[src/rtl/hpd_pkg.sv]
package hpd_pkg;
  localparam int NUM_SRC  = 3;
  localparam int ST_CORE  = 0;
  localparam int ST_RISE  = 1;
  localparam int ST_FALL  = 2;
  localparam int PSC_W    = 4;
  localparam int THR_W    = 8;
  localparam int PSC_LSB  = 12;
  localparam int THR_LSB  = 0;
  localparam int A_FILT   = 0;
  localparam int A_STAT   = 1;
  localparam int A_CLR    = 2;
  localparam int A_EN     = 3;
  localparam int A_LEVEL  = 4;

  typedef struct packed {
    logic [PSC_W-1:0] psc;
    logic [THR_W-1:0] thr;
  } filt_cfg_t;
endpackage

[src/rtl/hpd_sync.sv]
module hpd_sync #(
  parameter int STAGES = 2
) (
  input  logic clk,
  input  logic rst,
  input  logic d_i,
  output logic q_o
);
  logic [STAGES-1:0] chain;

  generate
    for (genvar g = 0; g < STAGES; g++) begin : g_stage
      if (g == 0) begin : g_first
        always_ff @(posedge clk) begin
          if (rst) chain[g] <= 1'b0;
          else     chain[g] <= d_i;
        end
      end else begin : g_next
        always_ff @(posedge clk) begin
          if (rst) chain[g] <= 1'b0;
          else     chain[g] <= chain[g-1];
        end
      end
    end
  endgenerate

  assign q_o = chain[STAGES-1];
endmodule

[src/rtl/hpd_debounce.sv]
module hpd_debounce
  import hpd_pkg::*;
#(
  parameter int PRE_W = 2**PSC_W
) (
  input  logic      clk,
  input  logic      rst,
  input  logic      sample_i,
  input  filt_cfg_t cfg_i,
  output logic      level_o,
  output logic      rise_o,
  output logic      fall_o
);
  localparam int CNT_W = THR_W + 1;

  logic [PRE_W-1:0] pre_cnt;
  logic [PRE_W-1:0] pre_mask;
  logic             tick;
  logic [CNT_W-1:0] agree_cnt;
  logic [CNT_W-1:0] thr_eff;
  logic             level_q;

  assign pre_mask = (PRE_W'(1) << cfg_i.psc) - PRE_W'(1);
  assign tick     = ((pre_cnt & pre_mask) == pre_mask);
  assign thr_eff  = (cfg_i.thr == '0) ? CNT_W'(1) : CNT_W'(cfg_i.thr);

  always_ff @(posedge clk) begin
    if (rst) pre_cnt <= '0;
    else     pre_cnt <= pre_cnt + PRE_W'(1);
  end

  always_ff @(posedge clk) begin
    if (rst) begin
      agree_cnt <= '0;
      level_q   <= 1'b0;
      rise_o    <= 1'b0;
      fall_o    <= 1'b0;
    end else begin
      rise_o <= 1'b0;
      fall_o <= 1'b0;
      if (tick) begin
        if (sample_i == level_q) begin
          agree_cnt <= '0;
        end else if ((agree_cnt + CNT_W'(1)) >= thr_eff) begin
          agree_cnt <= '0;
          level_q   <= sample_i;
          rise_o    <= sample_i;
          fall_o    <= ~sample_i;
        end else begin
          agree_cnt <= agree_cnt + CNT_W'(1);
        end
      end
    end
  end

  assign level_o = level_q;


  level_on_tick_chk: assert property (@(posedge clk) disable iff (rst)
    (level_q != $past(level_q)) |-> $past(tick));

  edge_exclusive_chk: assert property (@(posedge clk) disable iff (rst)
    !(rise_o && fall_o));

  rise_matches_level_chk: assert property (@(posedge clk) disable iff (rst)
    rise_o |-> (level_q && !$past(level_q)));
endmodule

[src/rtl/hpd_regs.sv]
module hpd_regs
  import hpd_pkg::*;
#(
  parameter int ADDR_W = 4,
  parameter int DATA_W = 32
) (
  input  logic              clk,
  input  logic              rst,
  input  logic              wr_en_i,
  input  logic              rd_en_i,
  input  logic [ADDR_W-1:0] addr_i,
  input  logic [DATA_W-1:0] wdata_i,
  input  logic              core_irq_i,
  input  logic              rise_i,
  input  logic              fall_i,
  input  logic              level_i,
  output logic [DATA_W-1:0] rdata_o,
  output logic              rd_valid_o,
  output logic              irq_o,
  output filt_cfg_t         cfg_o
);
  logic [NUM_SRC-1:0] status_q, en_q, set_vec, clr_vec, status_n;
  filt_cfg_t          cfg_q;
  logic [DATA_W-1:0]  rd_mux;
  logic [DATA_W-1:0]  filt_view;

  assign set_vec[ST_CORE] = core_irq_i;
  assign set_vec[ST_RISE] = rise_i;
  assign set_vec[ST_FALL] = fall_i;

  assign clr_vec  = (wr_en_i && addr_i == ADDR_W'(A_CLR)) ? wdata_i[NUM_SRC-1:0] : '0;
  assign status_n = (status_q & ~clr_vec) | set_vec;

  always_comb begin
    filt_view = '0;
    filt_view[PSC_LSB +: PSC_W] = cfg_q.psc;
    filt_view[THR_LSB +: THR_W] = cfg_q.thr;
  end

  always_comb begin
    rd_mux = '0;
    case (addr_i)
      ADDR_W'(A_FILT):  rd_mux = filt_view;
      ADDR_W'(A_STAT):  rd_mux[NUM_SRC-1:0] = status_q;
      ADDR_W'(A_EN):    rd_mux[NUM_SRC-1:0] = en_q;
      ADDR_W'(A_LEVEL): rd_mux[0] = level_i;
      default:          rd_mux = '0;
    endcase
  end

  always_ff @(posedge clk) begin
    if (rst) begin
      status_q   <= '0;
      en_q       <= '0;
      cfg_q      <= '0;
      rdata_o    <= '0;
      rd_valid_o <= 1'b0;
      irq_o      <= 1'b0;
    end else begin
      status_q   <= status_n;
      rd_valid_o <= rd_en_i;
      irq_o      <= |(status_q & en_q);
      if (rd_en_i) rdata_o <= rd_mux;
      if (wr_en_i) begin
        if (addr_i == ADDR_W'(A_EN)) en_q <= wdata_i[NUM_SRC-1:0];
        if (addr_i == ADDR_W'(A_FILT)) begin
          cfg_q.psc <= wdata_i[PSC_LSB +: PSC_W];
          cfg_q.thr <= wdata_i[THR_LSB +: THR_W];
        end
      end
    end
  end

  assign cfg_o = cfg_q;


  sticky_hold_chk: assert property (@(posedge clk) disable iff (rst)
    (($past(status_q) & ~$past(clr_vec) & ~status_q) == '0));

  rise_capture_chk: assert property (@(posedge clk) disable iff (rst)
    $past(rise_i) |-> status_q[ST_RISE]);

  core_capture_chk: assert property (@(posedge clk) disable iff (rst)
    $past(core_irq_i) |-> status_q[ST_CORE]);

  irq_gated_chk: assert property (@(posedge clk) disable iff (rst)
    ($past(en_q) == '0) |-> !irq_o);

  read_valid_chk: assert property (@(posedge clk) disable iff (rst)
    $past(rd_en_i) |-> rd_valid_o);
endmodule

[src/rtl/hpd_irq_top.sv]
module hpd_irq_top
  import hpd_pkg::*;
#(
  parameter int ADDR_W      = 4,
  parameter int DATA_W      = 32,
  parameter int SYNC_STAGES = 2
) (
  input  logic              clk,
  input  logic              rst,
  input  logic              hpd_i,
  input  logic              core_irq_i,
  input  logic              wr_en_i,
  input  logic              rd_en_i,
  input  logic [ADDR_W-1:0] addr_i,
  input  logic [DATA_W-1:0] wdata_i,
  output logic [DATA_W-1:0] rdata_o,
  output logic              rd_valid_o,
  output logic              irq_o,
  output logic              hpd_level_o
);
  logic      hpd_sync;
  logic      rise, fall, level;
  filt_cfg_t cfg;

  hpd_sync #(.STAGES(SYNC_STAGES)) u_sync (
    .clk(clk), .rst(rst), .d_i(hpd_i), .q_o(hpd_sync)
  );

  hpd_debounce u_deb (
    .clk(clk), .rst(rst), .sample_i(hpd_sync), .cfg_i(cfg),
    .level_o(level), .rise_o(rise), .fall_o(fall)
  );

  hpd_regs #(.ADDR_W(ADDR_W), .DATA_W(DATA_W)) u_regs (
    .clk(clk), .rst(rst), .wr_en_i(wr_en_i), .rd_en_i(rd_en_i),
    .addr_i(addr_i), .wdata_i(wdata_i), .core_irq_i(core_irq_i),
    .rise_i(rise), .fall_i(fall), .level_i(level),
    .rdata_o(rdata_o), .rd_valid_o(rd_valid_o), .irq_o(irq_o), .cfg_o(cfg)
  );

  assign hpd_level_o = level;
endmodule

[config.mk]
export PLATFORM = sky130hd
export DESIGN_NAME = hpd_irq_top
export DESIGN_NICKNAME = d
export VERILOG_FILES = /design/src/rtl/hpd_pkg.sv /design/src/rtl/hpd_sync.sv /design/src/rtl/hpd_debounce.sv /design/src/rtl/hpd_regs.sv /design/src/rtl/hpd_irq_top.sv
export SDC_FILE = /design/constraint.sdc
export NUM_CORES = 1
export LEC_CHECK = 0
export CAP_MARGIN = 15
export CORE_MARGIN = 10
export CORE_UTILIZATION = 25
export DETAILED_ROUTE_END_ITERATION = 16
export PLACE_DENSITY = 0.47
export SYNTH_ARGS = -nofsm -noshare
export SYNTH_HDL_FRONTEND = slang
export SYNTH_SLANG_ARGS = --single-unit
[constraint.sdc]
create_clock -name clk -period 3.05 [get_ports clk]
set_input_delay 0.61 -clock clk [delete_from_list [all_inputs] [get_ports clk]]
set_output_delay 0.61 -clock clk [all_outputs]
set_load 0.005 [all_outputs]
==> results of run 1 <==
## worst paths after layout
check / from / to / slack (ns) / depth (start not counted)
setup / recovery: u_regs.cfg_o[9] / u_deb.agree_cnt[3] / 0.25 / 9
setup reg to reg: u_regs.cfg_o[9] / u_deb.agree_cnt[3] / 0.25 / 9
hold / removal: u_sync.chain[0] / u_sync.q_o / 0.44 / 1
hold reg to reg: u_sync.chain[0] / u_sync.q_o / 0.44 / 1
## state kept, by name, indices dropped and copies added, names as in the netlist, 3 cells and up
| name | flops |
|---|---|
| u_deb.agree_cnt | 9 |
| u_deb.pre_cnt | 15 |
| u_regs.cfg_o | 12 |
| u_regs.en_q | 3 |
| u_regs.rdata_o | 12 |
| u_regs.status_q | 3 |
## layout by cell type (no fill, tap or decap), types with 6 or more instances in the layout
| cell type | count |
|---|---|
| xnor2_1 | 12 |
| nor2b_1 | 6 |
| nand3_1 | 13 |
| or3_1 | 7 |
| dfxtp_1 | 60 |
| nand2b_1 | 6 |
| buf_4 | 12 |
| conb_1 | 20 |
| nor2_1 | 44 |
| inv_1 | 15 |
| ha_1 | 11 |
| nor3_1 | 8 |
| nand2_1 | 43 |
| a21oi_1 | 29 |
| nand4_1 | 8 |
| and3_1 | 6 |
| a22oi_1 | 11 |
| o21ai_0 | 7 |
| clkbuf_16 | 9 |
| clkdlybuf4s50_1 | 35 |
## logic make-up (layout without fill, tap and decap cells)
| family | after synthesis | in the layout | share of synthesized area |
|---|---|---|---|
| compound gates | 85 | 85 | 0.179 |
| xor+xnor | 17 | 17 | 0.0434 |
| fa+ha+maj | 11 | 11 | 0.0401 |
| buf+inv | 60 | 80 | 0.105 |
| flops | 61 | 61 | 0.356 |
| mux | 7 | 7 | 0.0212 |
| other cells | 1 | 20 | 0.00109 |
| simple gates | 166 | 166 | 0.255 |
## through the flow
step,setup slack [ns],std cells,power [W],area (um^2)
final,0.248,623,0.00224,4250
after global routing,0.0540,623,0.00232,4250
after CTS,0.112,623,0.00227,4230
after detailed placement,0.153,607,0.00103,3870
after global placement,0.161,607,0.00103,3870
after floorplan,0.415,427,0.000989,3500
## metal layers
metal  GRT usage  up-vias  part of all wire
met2       0.146       49              0.46
met3      0.0279        9             0.048
met1       0.126     1379              0.48
met5           0        -                 0
li1            -     1468                 -
met4      0.0375        0             0.013
## layout make-up
type	instances	area share
Clock buffer	11	0.0595
Clock inverter	5	0.0250
Inverter	16	0.0141
Multi-Input combinational cell	306	0.457
Sequential cell	61	0.288
Tap cell	176	0.0519
Timing Repair Buffer	48	0.105
## power by group
group / switching [W] / internal (W) / total [W]
Combinational: 0.000108 / 0.0000906 / 0.000199
Sequential: 0.0000108 / 0.000809 / 0.000820
Clock: 0.000374 / 0.000843 / 0.00122
## critical path, cell delays in order, from the launching register on
cell	delay (ns)
dfxtp_1	0.31
nor3_1	0.25
nand2_1	0.09
ha_1	0.42
and4b_1	0.30
a211oi_2	0.21
o2111ai_1	0.24
and4b_1	0.46
o211ai_1	0.15
a32o_2	0.28
==> results.json, run 1 <==
{
  "start_kind": "flip-flop",
  "finalSetupViolations": 0,
  "antenna_found_initial": 0,
  "vdd_ir_drop_max_v": 0.000254,
  "synthCells": 408,
  "critPathCaptureType": "flip-flop",
  "core-area_um2": 13300,
  "clockBufferDepth": 2,
  "avgRoutedWirePerCell_um": 14.2,
  "synth_enable_flop_cells": 0,
  "postCtsSetupRepairBufs": 0,
  "grt_usage": 0.0963,
  "cts-resized-gates": 0,
  "ios": 77,
  "synth.most_common_cell": "dfxtp_1",
  "synth_common_cells": "dfxtp_1 (61), nand2_1 (44), nor2_1 (44), a21oi_1 (29), buf_4 (21)",
  "nNetsFinal": 495,
  "post-route-util": 0.318,
  "drive_gt1_frac": 0.119,
  "grt_pass1_wl_um": 14500,
  "worstPathMaxFanout": 19,
  "seqCellArea_um2": 1220,
  "diodes": 0,
  "cts.sinks": 61,
  "hold_viol_final": 0,
  "dr.first_iter.drc_count": 178,
  "fmax_mhz": 357,
  "insertion_delay_ns": 0.33,
  "worst_slew_pin_slew_ns": 0.629,
  "grt_pass1_vias": 2876,
  "ys_seq_area_frac": 0.356,
  "vias": 2905,
  "gp_congestion": 0.839,
  "holdBufCountCts": 0,
  "slew_violations": 0,
  "grt_max_degree": 32,
  "multiInputGateArea_um2": 1940,
  "clk_pin_slew_ns": 0.05,
  "async_flop_share": 0,
  "rsz0062_at_grt": "no",
  "relSlewSlack": 0.581,
  "start_util": 0.257,
  "synth_largest_type_area_fraction": 0.356,
  "maxCapViolations": 0,
  "synth-seq-cells": 61,
  "status": "finished clean",
  "netlist_area_um2": 3430,
  "cts_max_level": 3,
  "dr.pass1.iters": 4,
  "whs_ns": 0.436,
  "hold_class": "flip-flop to flip-flop",
  "drc": 0,
  "synth_largest_area_cell": "dfxtp_1",
  "antenna_left": 0,
  "powerDensity_nw_per_um2": 526,
  "overflow": 0,
  "required_ns": 3.27,
  "power_leakage_nw": 1.57,
  "area_growth_pct": 23.8,
  "finalCriticalPeriod_ns": 2.80,
  "ys_types": 65,
  "critPathArrivalTime_ns": 3.02,
  "tritoncts": "yes",
  "hpwl_um": 6630,
  "ys_warn_count": 0,
  "path_class": "flip-flop to flip-flop",
  "ys.flop_type": "dfxtp_1",
  "fin_crit_sh": 0.919,
  "ctsRootBufferMaster": "clkbuf_16",
  "wirelength_um": 8820,
  "fill_cells": 1435,
  "cts_made_buffers": 9,
  "skew_ns": 0.0105,
  "die_w_um": 137,
  "setup_tns_ns": 0,
  "syn_avg_cell_area_um2": 8.41,
  "via_per_inst": 4.66,
  "dieArea_um2": 18800,
  "die_y_um": 137,
  "synthTopCellsByArea": "dfxtp_1 (36%), nand2_1 (4.8%), nor2_1 (4.8%), buf_4 (4.6%), a21oi_1 (4.2%)",
  "fp-row-count": 42,
  "io_buffers": 36
}
No activity file was read; power rests on OpenSTA's default activity.
==> run 2, diff against run 1 <==
--- a/config.mk
+++ b/config.mk
@@ -7,9 +7,10 @@
 export LEC_CHECK = 0
 export CAP_MARGIN = 15
 export CORE_MARGIN = 10
-export CORE_UTILIZATION = 25
+export CORE_UTILIZATION = 35
 export DETAILED_ROUTE_END_ITERATION = 16
-export PLACE_DENSITY = 0.47
+export HOLD_SLACK_MARGIN = 0.06
+export PLACE_DENSITY = 0.61
 export SYNTH_ARGS = -nofsm -noshare
 export SYNTH_HDL_FRONTEND = slang
 export SYNTH_SLANG_ARGS = --single-unit
==> results.json, run 2 (synthesized netlist as in run 1, its figures left out) <==
{
  "top_register": "u_deb.pre_cnt",
  "required_ns": 3.28,
  "reg2reg_to": "u_deb.agree_cnt[6]",
  "r2r_start": "u_deb.agree_cnt[1]",
  "grt_usage": 0.112,
  "powerDensity_nw_per_um2": 429,
  "finalCriticalPeriod_ns": 2.85,
  "drive_gt1_frac": 0.108,
  "seqCellArea_um2": 1220,
  "fill_cells": 1011,
  "maxCapViolations": 0,
  "drc": 0,
  "slowest_stage": "dfxtp_1",
  "cts.sinks": 61,
  "antenna_left": 0,
  "hp-start": "u_sync.chain[0]",
  "nNetsFinal": 493,
  "postCtsSetupRepairBufs": 0,
  "io_buffers": 36,
  "worstPathMaxFanout": 5,
  "worst_slew_pin_slew_ns": 0.639,
  "start_util": 0.356,
  "stdcell_count": 578,
  "fmax_mhz": 351,
  "fp-row-count": 36,
  "antenna_found_initial": 0,
  "diodes": 0,
  "vias": 2882,
  "clk_pin_slew_ns": 0.07,
  "hold_depth": 1,
  "hpwl_um": 5910,
  "dr.pass1.iters": 4,
  "critPathArrivalTime_ns": 3.08,
  "skew_ns": 0.0109,
  "dieArea_um2": 14200,
  "whs_endpoint": "u_sync.q_o",
  "cp_cell_sequence": "ha_1, nand3_1, inv_1, nand3_1, xnor2_1, ha_1, nand4_1, o21ba_2, and4_4, and2_4, a211o_1, a32o_1",
  "hold_class": "flip-flop to flip-flop",
  "placed_cells": 562,
  "vdd_ir_drop_max_v": 0.000195,
  "final_common_cell": "dfxtp_1",
  "finalSetupViolations": 0,
  "core-area_um2": 9640,
  "avgRoutedWirePerCell_um": 13.8,
  "pre_cts_slack_ns": 0.226,
  "cts_made_buffers": 9,
  "rr_worst_depth": 12,
  "gp_congestion": 0.839,
  "fin_crit_sh": 0.933,
  "slowest_delay_ns": 0.36,
  "wirelength_um": 7950,
  "relSlewSlack": 0.574,
  "tritoncts": "yes",
  "setup_ws_ns": 0.203,
  "overflow": 0,
  "area_growth_pct": 16.7,
  "largest_reg_flops": 15,
  "grt_pass1_wl_um": 13400,
  "layout_common_cells": "dfxtp_1 (61), nor2_1 (44), nand2_1 (43), clkdlybuf4s50_1 (35), a21oi_1 (29)",
  "rsz0062_at_grt": "no",
  "cts-resized-gates": 0,
  "dr.first_iter.drc_count": 161,
  "ctsRootBufferMaster": "clkbuf_8",
  "grt_pass1_vias": 2730,
  "die_y_um": 119,
  "setup_tns_ns": 0,
  "cp_num_buf_inv": 1,
  "clockBufferDepth": 2,
  "rrSetupSlack_ns": 0.20,
  "cts_max_level": 3,
  "slew_violations": 0,
  "path_class": "flip-flop to flip-flop",
  "power_leakage_nw": 1.48,
  "holdBufCountCts": 0,
  "status": "finished clean",
  "critPathCaptureType": "flip-flop",
  "hold_viol_final": 0,
  "cp_top_family": "compound AO/OA/AOI/OAI gates",
  "grt_max_degree": 35,
  "via_per_inst": 4.99,
  "multiInputGateArea_um2": 1930,
  "ios": 77,
  "insertion_delay_ns": 0.34,
  "die_w_um": 119,
  "start_kind": "flip-flop"
}
==> run 2: layout make-up <==
class	count	share of cell area
timing repair buffer	46	0.108
tap	133	0.0416
inverter	16	0.0150
clock inverter	6	0.0159
sequential	61	0.305
multi-input combinational	306	0.483
clock buffer	10	0.0319
==> run 2: routing by layer <==
metal | global-route usage | vias to the layer above | share of wire
met4 | 0.0389 | 0 | 0.018
met1 | 0.134 | 1347 | 0.45
met3 | 0.0350 | 12 | 0.046
met2 | 0.184 | 53 | 0.49
met5 | 0 | - | 0
li1 | - | 1470 | -
==> run 2: how the worst max path moves through the flow <==
| stage | start | to | depth (start not counted) |
|---|---|---|---|
| after floorplan | u_deb.agree_cnt[0] | u_deb.agree_cnt[5] | 12 |
| after global placement | u_deb.agree_cnt[1] | u_deb.agree_cnt[5] | 12 |
| after detailed placement | u_deb.agree_cnt[1] | u_deb.agree_cnt[6] | 12 |
| after CTS | u_deb.agree_cnt[1] | u_deb.agree_cnt[5] | 12 |
| after global routing | u_deb.agree_cnt[1] | u_deb.agree_cnt[6] | 12 |
| final | u_deb.agree_cnt[1] | u_deb.agree_cnt[6] | 12 |
==> run 2: report_power, final <==
part / internal [W] / switching [W]
registers: 0.000808 / 0.00000994
clock network: 0.000376 / 0.000333
logic: 0.0000864 / 0.000105
==> run 2: metrics by stage <==
stage	util	hold slack (ns)	cell area [um^2]	power [W]
after floorplan	-	0.413	3500	0.000989
after global placement	0.394	0.419	3800	0.00102
after detailed placement	0.394	0.427	3800	0.00102
after CTS	0.414	0.442	3990	0.00173
after global routing	0.415	0.455	4000	0.00180
final	0.415	0.438	4000	0.00172
